[config.mk]
export PLATFORM = sky130hd
export DESIGN_NAME = sdram_refresh_tracker
export DESIGN_NICKNAME = d
export VERILOG_FILES = /design/src/rtl/sdram_rt_pkg.sv /design/src/rtl/rt_interval_timer.sv /design/src/rtl/rt_debt_counter.sv /design/src/rtl/rt_manual_cmd.sv /design/src/rtl/sdram_refresh_tracker.sv
export SDC_FILE = /design/constraint.sdc
export NUM_CORES = 1
export LEC_CHECK = 0
export ABC_AREA = 1
export CORE_MARGIN = 2
export CORE_UTILIZATION = 40
export DETAILED_ROUTE_END_ITERATION = 8
export DONT_BUFFER_PORTS = 1
export PLACE_DENSITY = 0.63
export RECOVER_POWER = 50
export SYNTH_ARGS = -nofsm -noshare
export SYNTH_HDL_FRONTEND = slang
export SYNTH_SLANG_ARGS = --single-unit
[constraint.sdc]
create_clock -name clk -period 5.2 [get_ports clk]
set_input_delay 1.04 -clock clk [delete_from_list [all_inputs] [get_ports clk]]
set_output_delay 1.04 -clock clk [all_outputs]
set_load 0.01 [all_outputs]
[src/rtl/sdram_rt_pkg.sv]
package sdram_rt_pkg;
  localparam int unsigned DEF_PERIOD_W = 16;
  localparam int unsigned DEF_DEBT_W   = 8;
  localparam int unsigned DEF_CMD_W    = 4;

  typedef enum logic [1:0] {
    OP_HOLD = 2'd0,
    OP_INC  = 2'd1,
    OP_DEC  = 2'd2
  } debt_op_e;
endpackage

[src/rtl/rt_interval_timer.sv]
module rt_interval_timer #(
  parameter int unsigned PERIOD_W = 16
) (
  input  logic                clk,
  input  logic                rst_n,
  input  logic                run,
  input  logic [PERIOD_W-1:0] period,
  output logic                expire
);
  localparam int unsigned EXT_W = PERIOD_W + 1;

  logic [PERIOD_W-1:0] cnt_q, cnt_d;
  logic [EXT_W-1:0]    cnt_ext;

  assign cnt_ext = {1'b0, cnt_q} + EXT_W'(1);
  assign expire  = run && (cnt_ext >= {1'b0, period});

  always_comb begin
    cnt_d = cnt_q;
    if (!run)        cnt_d = '0;
    else if (expire) cnt_d = '0;
    else             cnt_d = cnt_q + PERIOD_W'(1);
  end

  always_ff @(posedge clk or negedge rst_n) begin
    if (!rst_n) cnt_q <= '0;
    else        cnt_q <= cnt_d;
  end
endmodule

[src/rtl/rt_debt_counter.sv]
module rt_debt_counter
  import sdram_rt_pkg::*;
#(
  parameter int unsigned DEBT_W = 8
) (
  input  logic              clk,
  input  logic              rst_n,
  input  logic              run,
  input  logic              expire,
  input  logic              ack,
  output logic [DEBT_W-1:0] debt
);
  localparam logic [DEBT_W-1:0] DEBT_MAX = {DEBT_W{1'b1}};

  logic [DEBT_W-1:0] debt_q, debt_d;
  logic              ack_ok;
  debt_op_e          op;

  assign ack_ok = ack && (debt_q != '0);

  always_comb begin
    op = OP_HOLD;
    if (expire && !ack_ok)      op = OP_INC;
    else if (ack_ok && !expire) op = OP_DEC;
  end

  always_comb begin
    debt_d = debt_q;
    if (!run) begin
      debt_d = '0;
    end else begin
      unique case (op)
        OP_INC:  if (debt_q != DEBT_MAX) debt_d = debt_q + DEBT_W'(1);
        OP_DEC:  debt_d = debt_q - DEBT_W'(1);
        default: debt_d = debt_q;
      endcase
    end
  end

  always_ff @(posedge clk or negedge rst_n) begin
    if (!rst_n) debt_q <= '0;
    else        debt_q <= debt_d;
  end

  assign debt = debt_q;
endmodule

[src/rtl/rt_manual_cmd.sv]
module rt_manual_cmd #(
  parameter int unsigned CMD_W = 4
) (
  input  logic             clk,
  input  logic             rst_n,
  input  logic             blocked,
  input  logic             wr,
  input  logic [CMD_W-1:0] code_in,
  output logic             stb,
  output logic [CMD_W-1:0] code_out
);
  logic             take;
  logic             stb_q;
  logic [CMD_W-1:0] code_q, code_d;

  assign take   = wr && !blocked;
  assign code_d = take ? code_in : code_q;

  always_ff @(posedge clk or negedge rst_n) begin
    if (!rst_n) begin
      stb_q  <= 1'b0;
      code_q <= '0;
    end else begin
      stb_q  <= take;
      code_q <= code_d;
    end
  end

  assign stb      = stb_q;
  assign code_out = code_q;
endmodule

[src/rtl/sdram_refresh_tracker.sv]
module sdram_refresh_tracker
  import sdram_rt_pkg::*;
#(
  parameter int unsigned PERIOD_W = DEF_PERIOD_W,
  parameter int unsigned DEBT_W   = DEF_DEBT_W,
  parameter int unsigned CMD_W    = DEF_CMD_W
) (
  input  logic                clk,
  input  logic                rst_n,
  input  logic                en_wr,
  input  logic                en_wdata,
  input  logic [PERIOD_W-1:0] period,
  input  logic [DEBT_W-1:0]   lag_limit,
  input  logic                err_clr,
  input  logic                ref_ack,
  input  logic                mcmd_wr,
  input  logic [CMD_W-1:0]    mcmd_code,
  output logic                auto_on,
  output logic                ref_req,
  output logic [DEBT_W-1:0]   debt,
  output logic                lag_err,
  output logic                cmd_stb,
  output logic [CMD_W-1:0]    cmd_code
);
  logic en_q, en_d;
  logic err_q, err_d;
  logic expire;
  logic [DEBT_W-1:0] debt_w;

  assign en_d  = en_wr ? en_wdata : en_q;
  assign err_d = (err_q && !err_clr) || (debt_w > lag_limit);

  always_ff @(posedge clk or negedge rst_n) begin
    if (!rst_n) begin
      en_q  <= 1'b0;
      err_q <= 1'b0;
    end else begin
      en_q  <= en_d;
      err_q <= err_d;
    end
  end

  rt_interval_timer #(.PERIOD_W(PERIOD_W)) u_timer (
    .clk    (clk),
    .rst_n  (rst_n),
    .run    (en_q),
    .period (period),
    .expire (expire)
  );

  rt_debt_counter #(.DEBT_W(DEBT_W)) u_debt (
    .clk    (clk),
    .rst_n  (rst_n),
    .run    (en_q),
    .expire (expire),
    .ack    (ref_ack),
    .debt   (debt_w)
  );

  rt_manual_cmd #(.CMD_W(CMD_W)) u_cmd (
    .clk      (clk),
    .rst_n    (rst_n),
    .blocked  (en_q),
    .wr       (mcmd_wr),
    .code_in  (mcmd_code),
    .stb      (cmd_stb),
    .code_out (cmd_code)
  );

  assign auto_on = en_q;
  assign ref_req = en_q && (debt_w != '0);
  assign debt    = debt_w;
  assign lag_err = err_q;
endmodule

; ---- After elaboration in Yosys (flattened, before gate mapping)
; Index checks and enable logic that the tools add are counted.
[word_totals]
wordCells = 38
reg_bits = 31
output_inout_bits = 16
input_bits = 35
[classes]
reduce_logical = 14
n_lt_le_gt_ge = 2
eq_ne = 5
muxes = 7
addsub = 4
[ops]
columns = op, n
row1 = $mux 16, 2
row2 = $add 16x1->17 const B, 1
row3 = $ge 17x16->1, 1
row4 = $add 16x1->16 const B, 1
row5 = $mux 8, 2
row6 = $pmux 8 s2, 1
row7 = $add 8x1->8 const B, 1
row8 = $gt 8x8->1, 1
row9 = $ne 8x8->1 const B, 1
row10 = $reduce_bool 8->1, 1
row11 = $sub 8x1->8 const B, 1
row12 = $logic_and 1x1->1, 7
row13 = $logic_not 1->1, 4
row14 = $mux 2, 2
row15 = $ne 3x1->1 const B, 1
row16 = $ne 3x2->1 const B, 1
row17 = $eq 2x1->1 const B, 1
row18 = $eq 2x2->1 const B, 1
row19 = $reduce_and 2->1, 1
row20 = $logic_or 1x1->1, 1

; ---- Logic depth before layout (Yosys ltp)
[logic_depth]
depth_word = 10
mapped_depth = 27
ltp_nobuf = 27

; ---- Cells and area by module
; From an unflattened synthesis, not the netlist that was laid out.
[unflattened]
cells_unflattened = 377
hier_area_um2 = 2701.3
[by_module_without_submodules]
columns = mod, n_inst, cells_per_inst, seq_area_each_um2, area_per_inst_um2
row1 = rt_interval_timer, 1, 205, 400.4, 1421.4
row2 = rt_debt_counter, 1, 104, 200.2, 779.5
row3 = sdram_refresh_tracker, 1, 48, 50.0, 311.5
row4 = rt_manual_cmd, 1, 20, 125.1, 188.9

; ---- Worst setup path before layout
; OpenSTA, ideal clock, no wires.
[synth_path]
kind = reg-to-reg
start = register u_timer.cnt_q[0]
end = register u_debt.debt_q[6], in the netlist u_debt.debt[6]
t_required_ps = 5073
period_less_slack_ps = 3596
t_arrival_ps = 3469
n_path_buf = 0
setup_ps = 127
slack_ps = 1604
path_stages_with_launch = 27
cell_sequence = dfrtp_1 > nand4_1 > nor2_2 > nand3_1 > nor2_2 > nand2_1 > nor2_2 > nand3_2 > xor2_1 > inv_1 > ha_1 > nand3_1 > a21oi_1 > nor2_1 > nand3_2 > nand2_1 > nand2_1 > inv_1 > ha_1 > nand2_1 > nand2_1 > a21oi_1 > or2_2 > nand2_1 > a21oi_1 > xor2_1 > o21ai_0
[synth_via]
elab_chain_len = 10
elab_cells_between_ends = 15
cone_classes = add/sub (1) / order compare (1) / eq/ne (4) / mux (4) / reduce/logical (5)
[synth_rtl]
columns = element, line
row1 = from (decl), rt_interval_timer.sv:12  ; logic [PERIOD_W-1:0] cnt_q, cnt_d;
row2 = from (signal assigned), rt_interval_timer.sv:27  ; else cnt_q <= cnt_d;
row3 = $add 16x1->17 (*), rt_interval_timer.sv:15  ; assign cnt_ext = {1'b0, cnt_q} + EXT_W'(1);
row4 = $ge 17x16->1 (*), rt_interval_timer.sv:16  ; assign expire = run && (cnt_ext >= {1'b0, period});
row5 = $logic_and 1x1->1 (*), rt_interval_timer.sv:16
row6 = $logic_not 1->1, rt_debt_counter.sv:24  ; else if (ack_ok && !expire) op = OP_DEC;
row7 = $logic_and 1x1->1, rt_debt_counter.sv:24
row8 = $mux 2, rt_debt_counter.sv:24
row9 = $mux 2 (*), rt_debt_counter.sv:23  ; if (expire && !ack_ok) op = OP_INC;
row10 = $eq 2x2->1 / $eq 2x1->1 (equally long branches), rt_debt_counter.sv:32  ; unique case (op)
row11 = $pmux 8 s2 (tied with other cells), rt_debt_counter.sv:32
row12 = $mux 8 / $reduce_and 2->1 (equally long branches), --
row13 = to (signal assigned), rt_debt_counter.sv:42  ; else debt_q <= debt_d;
row14 = to (decl), rt_debt_counter.sv:15  ; logic [DEBT_W-1:0] debt_q, debt_d;
; Every way passes the cells marked *; elsewhere a longest branch is shown, timed or not.
; A chain may end at the register's enable or synchronous reset.

; ---- Worst setup path after layout
; Ends and elaborated chain as after synthesis.

==> flow_metrics.py <==
metrics = {
    "floorplanning": {
        "coreArea_sq_mm": 0.005886,
        "die_area_sq_mm": 0.006681,
        "die_x_microns": 81.74,
        "fp.dieH_microns": 81.74,
        "initial_core_util": 0.4107,
        "rows": 28,
        "io_pins": 51,
    },
    "sta": {
        "hold_violations": 0,
        "hold_ws_ns": 0.4382,
        "clock.fmax_mhz": 238.9,
        "slew_headroom": 0.6905,
        "setup_viol": 0,
        "finalCritPeriodShare": 0.8050,
        "setup_tns_ns": 0,
        "tightest_slew_ns": 0.4632,
        "finalCriticalPeriod_ns": 4.186,
        "rsz0062_at_grt": "no",
        "slew_viol_final": 0,
        "fin_skew_ns": 0.006077,
    },
    "setup_path": {
        "rrSetupSlack_ns": 1.01,
        "rr_endpoint": "u_debt.debt[6]$_DFFE_PN0P_",
        "path_class": "reg -> reg",
        "cp-end-kind": "flip-flop",
        "crit_required_ns": 5.37,
        "cp-start-kind": "flip-flop",
        "r2r_cells": 26,
        "r2r_start": "u_timer.cnt_q[0]$_DFF_PN0_",
        "crit_arrival_ns": 4.35,
        "crit_fanout": 7,
    },
    "place": {
        "dp_hpwl_mm": 3.918,
        "port_buffers": 0,
        "gp_congestion": 0.8180,
    },
    "yosys": {
        "yosysWarnings": 0,
        "syn-instance-count": 326,
        "syn_avg_cell_area_sq_um": 7.415,
        "synth_edf_count": 0,
        "synthFlopType": "dfrtp_1",
        "async_reset_ff_frac": 1.000,
        "ys_seq_area_frac": 0.3209,
        "syn_area_sq_mm": 0.002417,
        "yosys.area.top_type_share": 0.3209,
        "synth.most_common_cell": "nand2_1",
        "synthTopCellsByCount": "nand2_1 (73), inv_1 (69), nor2_1 (35)",
        "synth_seq_cells": 31,
        "synth_top_cell_by_area": "dfrtp_1",
        "synth_area_leaders": "dfrtp_1 (32%), ha_1 (16%), nand2_1 (11%)",
        "ys_types": 32,
        "synth_nets": 393,
    },
    "cts": {
        "ctsRootBufferMaster": "clkbuf_8",
        "cts_made_buffers": 5,
        "cts-htree-levels": 2,
        "holdBufCountCts": 0,
        "cts.sinks": 31,
        "cts-resized-gates": 0,
        "post-cts-setup-buffers": 0,
        "clk_pin_slew_worst_paths_ns": 0.08,
        "clock_latency_ns": 0.29,
        "cts_tree": "yes",
        "clockBufferDepth": 2,
    },
    "grt": {
        "overflow": 0,
        "grt_max_degree": 32,
        "antenna_found_initial": 0,
        "grt_pass1_vias": 1953,
        "track_usage": 0.1682,
        "grt_pass1_wl_mm": 8.583,
    },
    "route": {
        "wl_per_cell_microns": 11.84,
        "vias_per_cell": 4.826,
        "routed_wl_mm": 4.830,
        "via_count": 1969,
        "drtIter0Drc": 63,
        "route.detailed.drc": 0,
        "drt-pass1-iter-count": 4,
        "drtAntennaViolNets": 0,
    },
    "power_and_ir_drop": {
        "ir_drop_mv": 0.1014,
        "p_leak_nw": 1.452,
        "power_density_mw_per_mm2": 192.1,
    },
    "final_layout": {
        "synthToLayoutAreaGrowth_pct": 7.505,
        "num_antenna_cells": 0,
        "drive_gt1_frac": 0.09309,
        "nNetsFinal": 399,
    },
    "run_status": {
        "outcome": "finished clean",
    },
    "job": {
        "maxCapViolations": 0,
    },
    "worst_hold_path": {
        "min_path_type": "in -> async",
    },
}
layout make-up:
type	count	area, sq um
clock buffer	5	68.82
clock inverter	3	23.77
fill	602	3287
inverter	71	266.5
multi-input combinational	223	1370
sequential	31	775.7
tap	75	93.84
power breakdown:
part	internal, mW	total [mW]	switching (mW)
sequential	0.249	0.260	0.0103
combinational	0.0158	0.0436	0.0278
clock	0.0955	0.196	0.101
total	0.361	0.499	0.139
worst max-delay path by stage:
stage | cells past startpoint | end | slack, ns | start
after floorplan | 26 | u_debt.debt[6]$_DFFE_PN0P_ | 1.60 | u_timer.cnt_q[0]$_DFF_PN0_
after global placement | 26 | u_debt.debt[6]$_DFFE_PN0P_ | 1.14 | u_timer.cnt_q[0]$_DFF_PN0_
after detailed placement | 26 | u_debt.debt[6]$_DFFE_PN0P_ | 1.04 | u_timer.cnt_q[0]$_DFF_PN0_
after CTS | 26 | u_debt.debt[6]$_DFFE_PN0P_ | 1.01 | u_timer.cnt_q[0]$_DFF_PN0_
after global routing | 26 | u_debt.debt[6]$_DFFE_PN0P_ | 0.43 | u_timer.cnt_q[0]$_DFF_PN0_
final | 26 | u_debt.debt[6]$_DFFE_PN0P_ | 1.01 | u_timer.cnt_q[0]$_DFF_PN0_
registers in the layout, indices dropped and copies added, names as in the netlist:
register        cells
u_cmd.code_out      4
u_debt.debt         8
auto_on             1
u_timer.cnt_q      16
u_cmd.stb           1
lag_err             1
cell families after synthesis:
group | Yosys count | share of synthesized area
AND/OR/NAND/NOR | 146 | 0.2686
buffers and inverters | 72 | 0.1123
AO/OA/AOI/OAI | 32 | 0.07920
adder cells (fa/ha/maj) | 32 | 0.1687
flip-flops | 31 | 0.3209
XOR/XNOR | 13 | 0.05021
metrics by stage:
step | util | worst slack [ns] | instances | power (mW) | area, sq um
4_1_cts | 0.4415 | 1.013 | 408 | 0.5089 | 2599
6_report | 0.4415 | 1.014 | 408 | 0.4993 | 2599
5_1_grt | 0.4415 | 0.4270 | 408 | 0.5262 | 2599
3_5_place_dp | 0.4258 | 1.042 | 400 | 0.3090 | 2506
3_3_place_gp | 0.4258 | 1.142 | 400 | 0.3076 | 2506
2_1_floorplan | - | 1.604 | 326 | 0.2974 | 2417
worst max-delay path, cell delays in order (launching register included):
cell and delay [ns]:
dfrtp_1 0.41, nand4_1 0.16, nor2_2 0.18, nand3_1 0.15
nor2_2 0.12, nand2_1 0.09, nor2_2 0.18, nand3_2 0.09
xor2_1 0.19, inv_1 0.07, ha_1 0.31, nand3_1 0.10
a21oi_1 0.05, nor2_1 0.28, nand3_2 0.12, nand2_1 0.09
nand2_1 0.07, inv_1 0.23, ha_1 0.34, nand2_1 0.10
nand2_1 0.05, a21oi_1 0.14, or2_2 0.14, nand2_1 0.04
a21oi_1 0.15, xor2_1 0.15, o21ai_0 0.08
routing by layer:
metal,GRT usage,vias up,wire [microns]
li1,-,1029,-
met1,0.2047,889,2271
met2,0.2902,47,2282
met3,0.04835,4,245
met4,0.04500,0,29
met5,0,-,0
layout by cell type (no fill, tap or decap), types with 2 or more instances in the layout:
| cell | netlist | layout |
|---|---|---|
| ha_1 | 31 | 31 |
| clkinvlp_4 | 0 | 2 |
| o22ai_1 | 2 | 2 |
| xnor2_1 | 2 | 2 |
| nand4_1 | 6 | 6 |
| o21ai_2 | 3 | 3 |
| inv_2 | 2 | 2 |
| nor3_1 | 2 | 2 |
| o21ai_0 | 7 | 7 |
| inv_1 | 69 | 69 |
| or2_2 | 2 | 2 |
| nand2_2 | 5 | 5 |
| a21oi_1 | 13 | 13 |
| xor2_1 | 10 | 10 |
| nand2_1 | 73 | 73 |
| nand3_1 | 13 | 13 |
| dfrtp_1 | 31 | 31 |
| nor2_2 | 4 | 4 |
| nor2_4 | 2 | 2 |
| clkbuf_8 | 0 | 5 |
| nand3_2 | 2 | 2 |
| nor2_1 | 35 | 35 |
No activity file was read; power rests on OpenSTA's default activity.
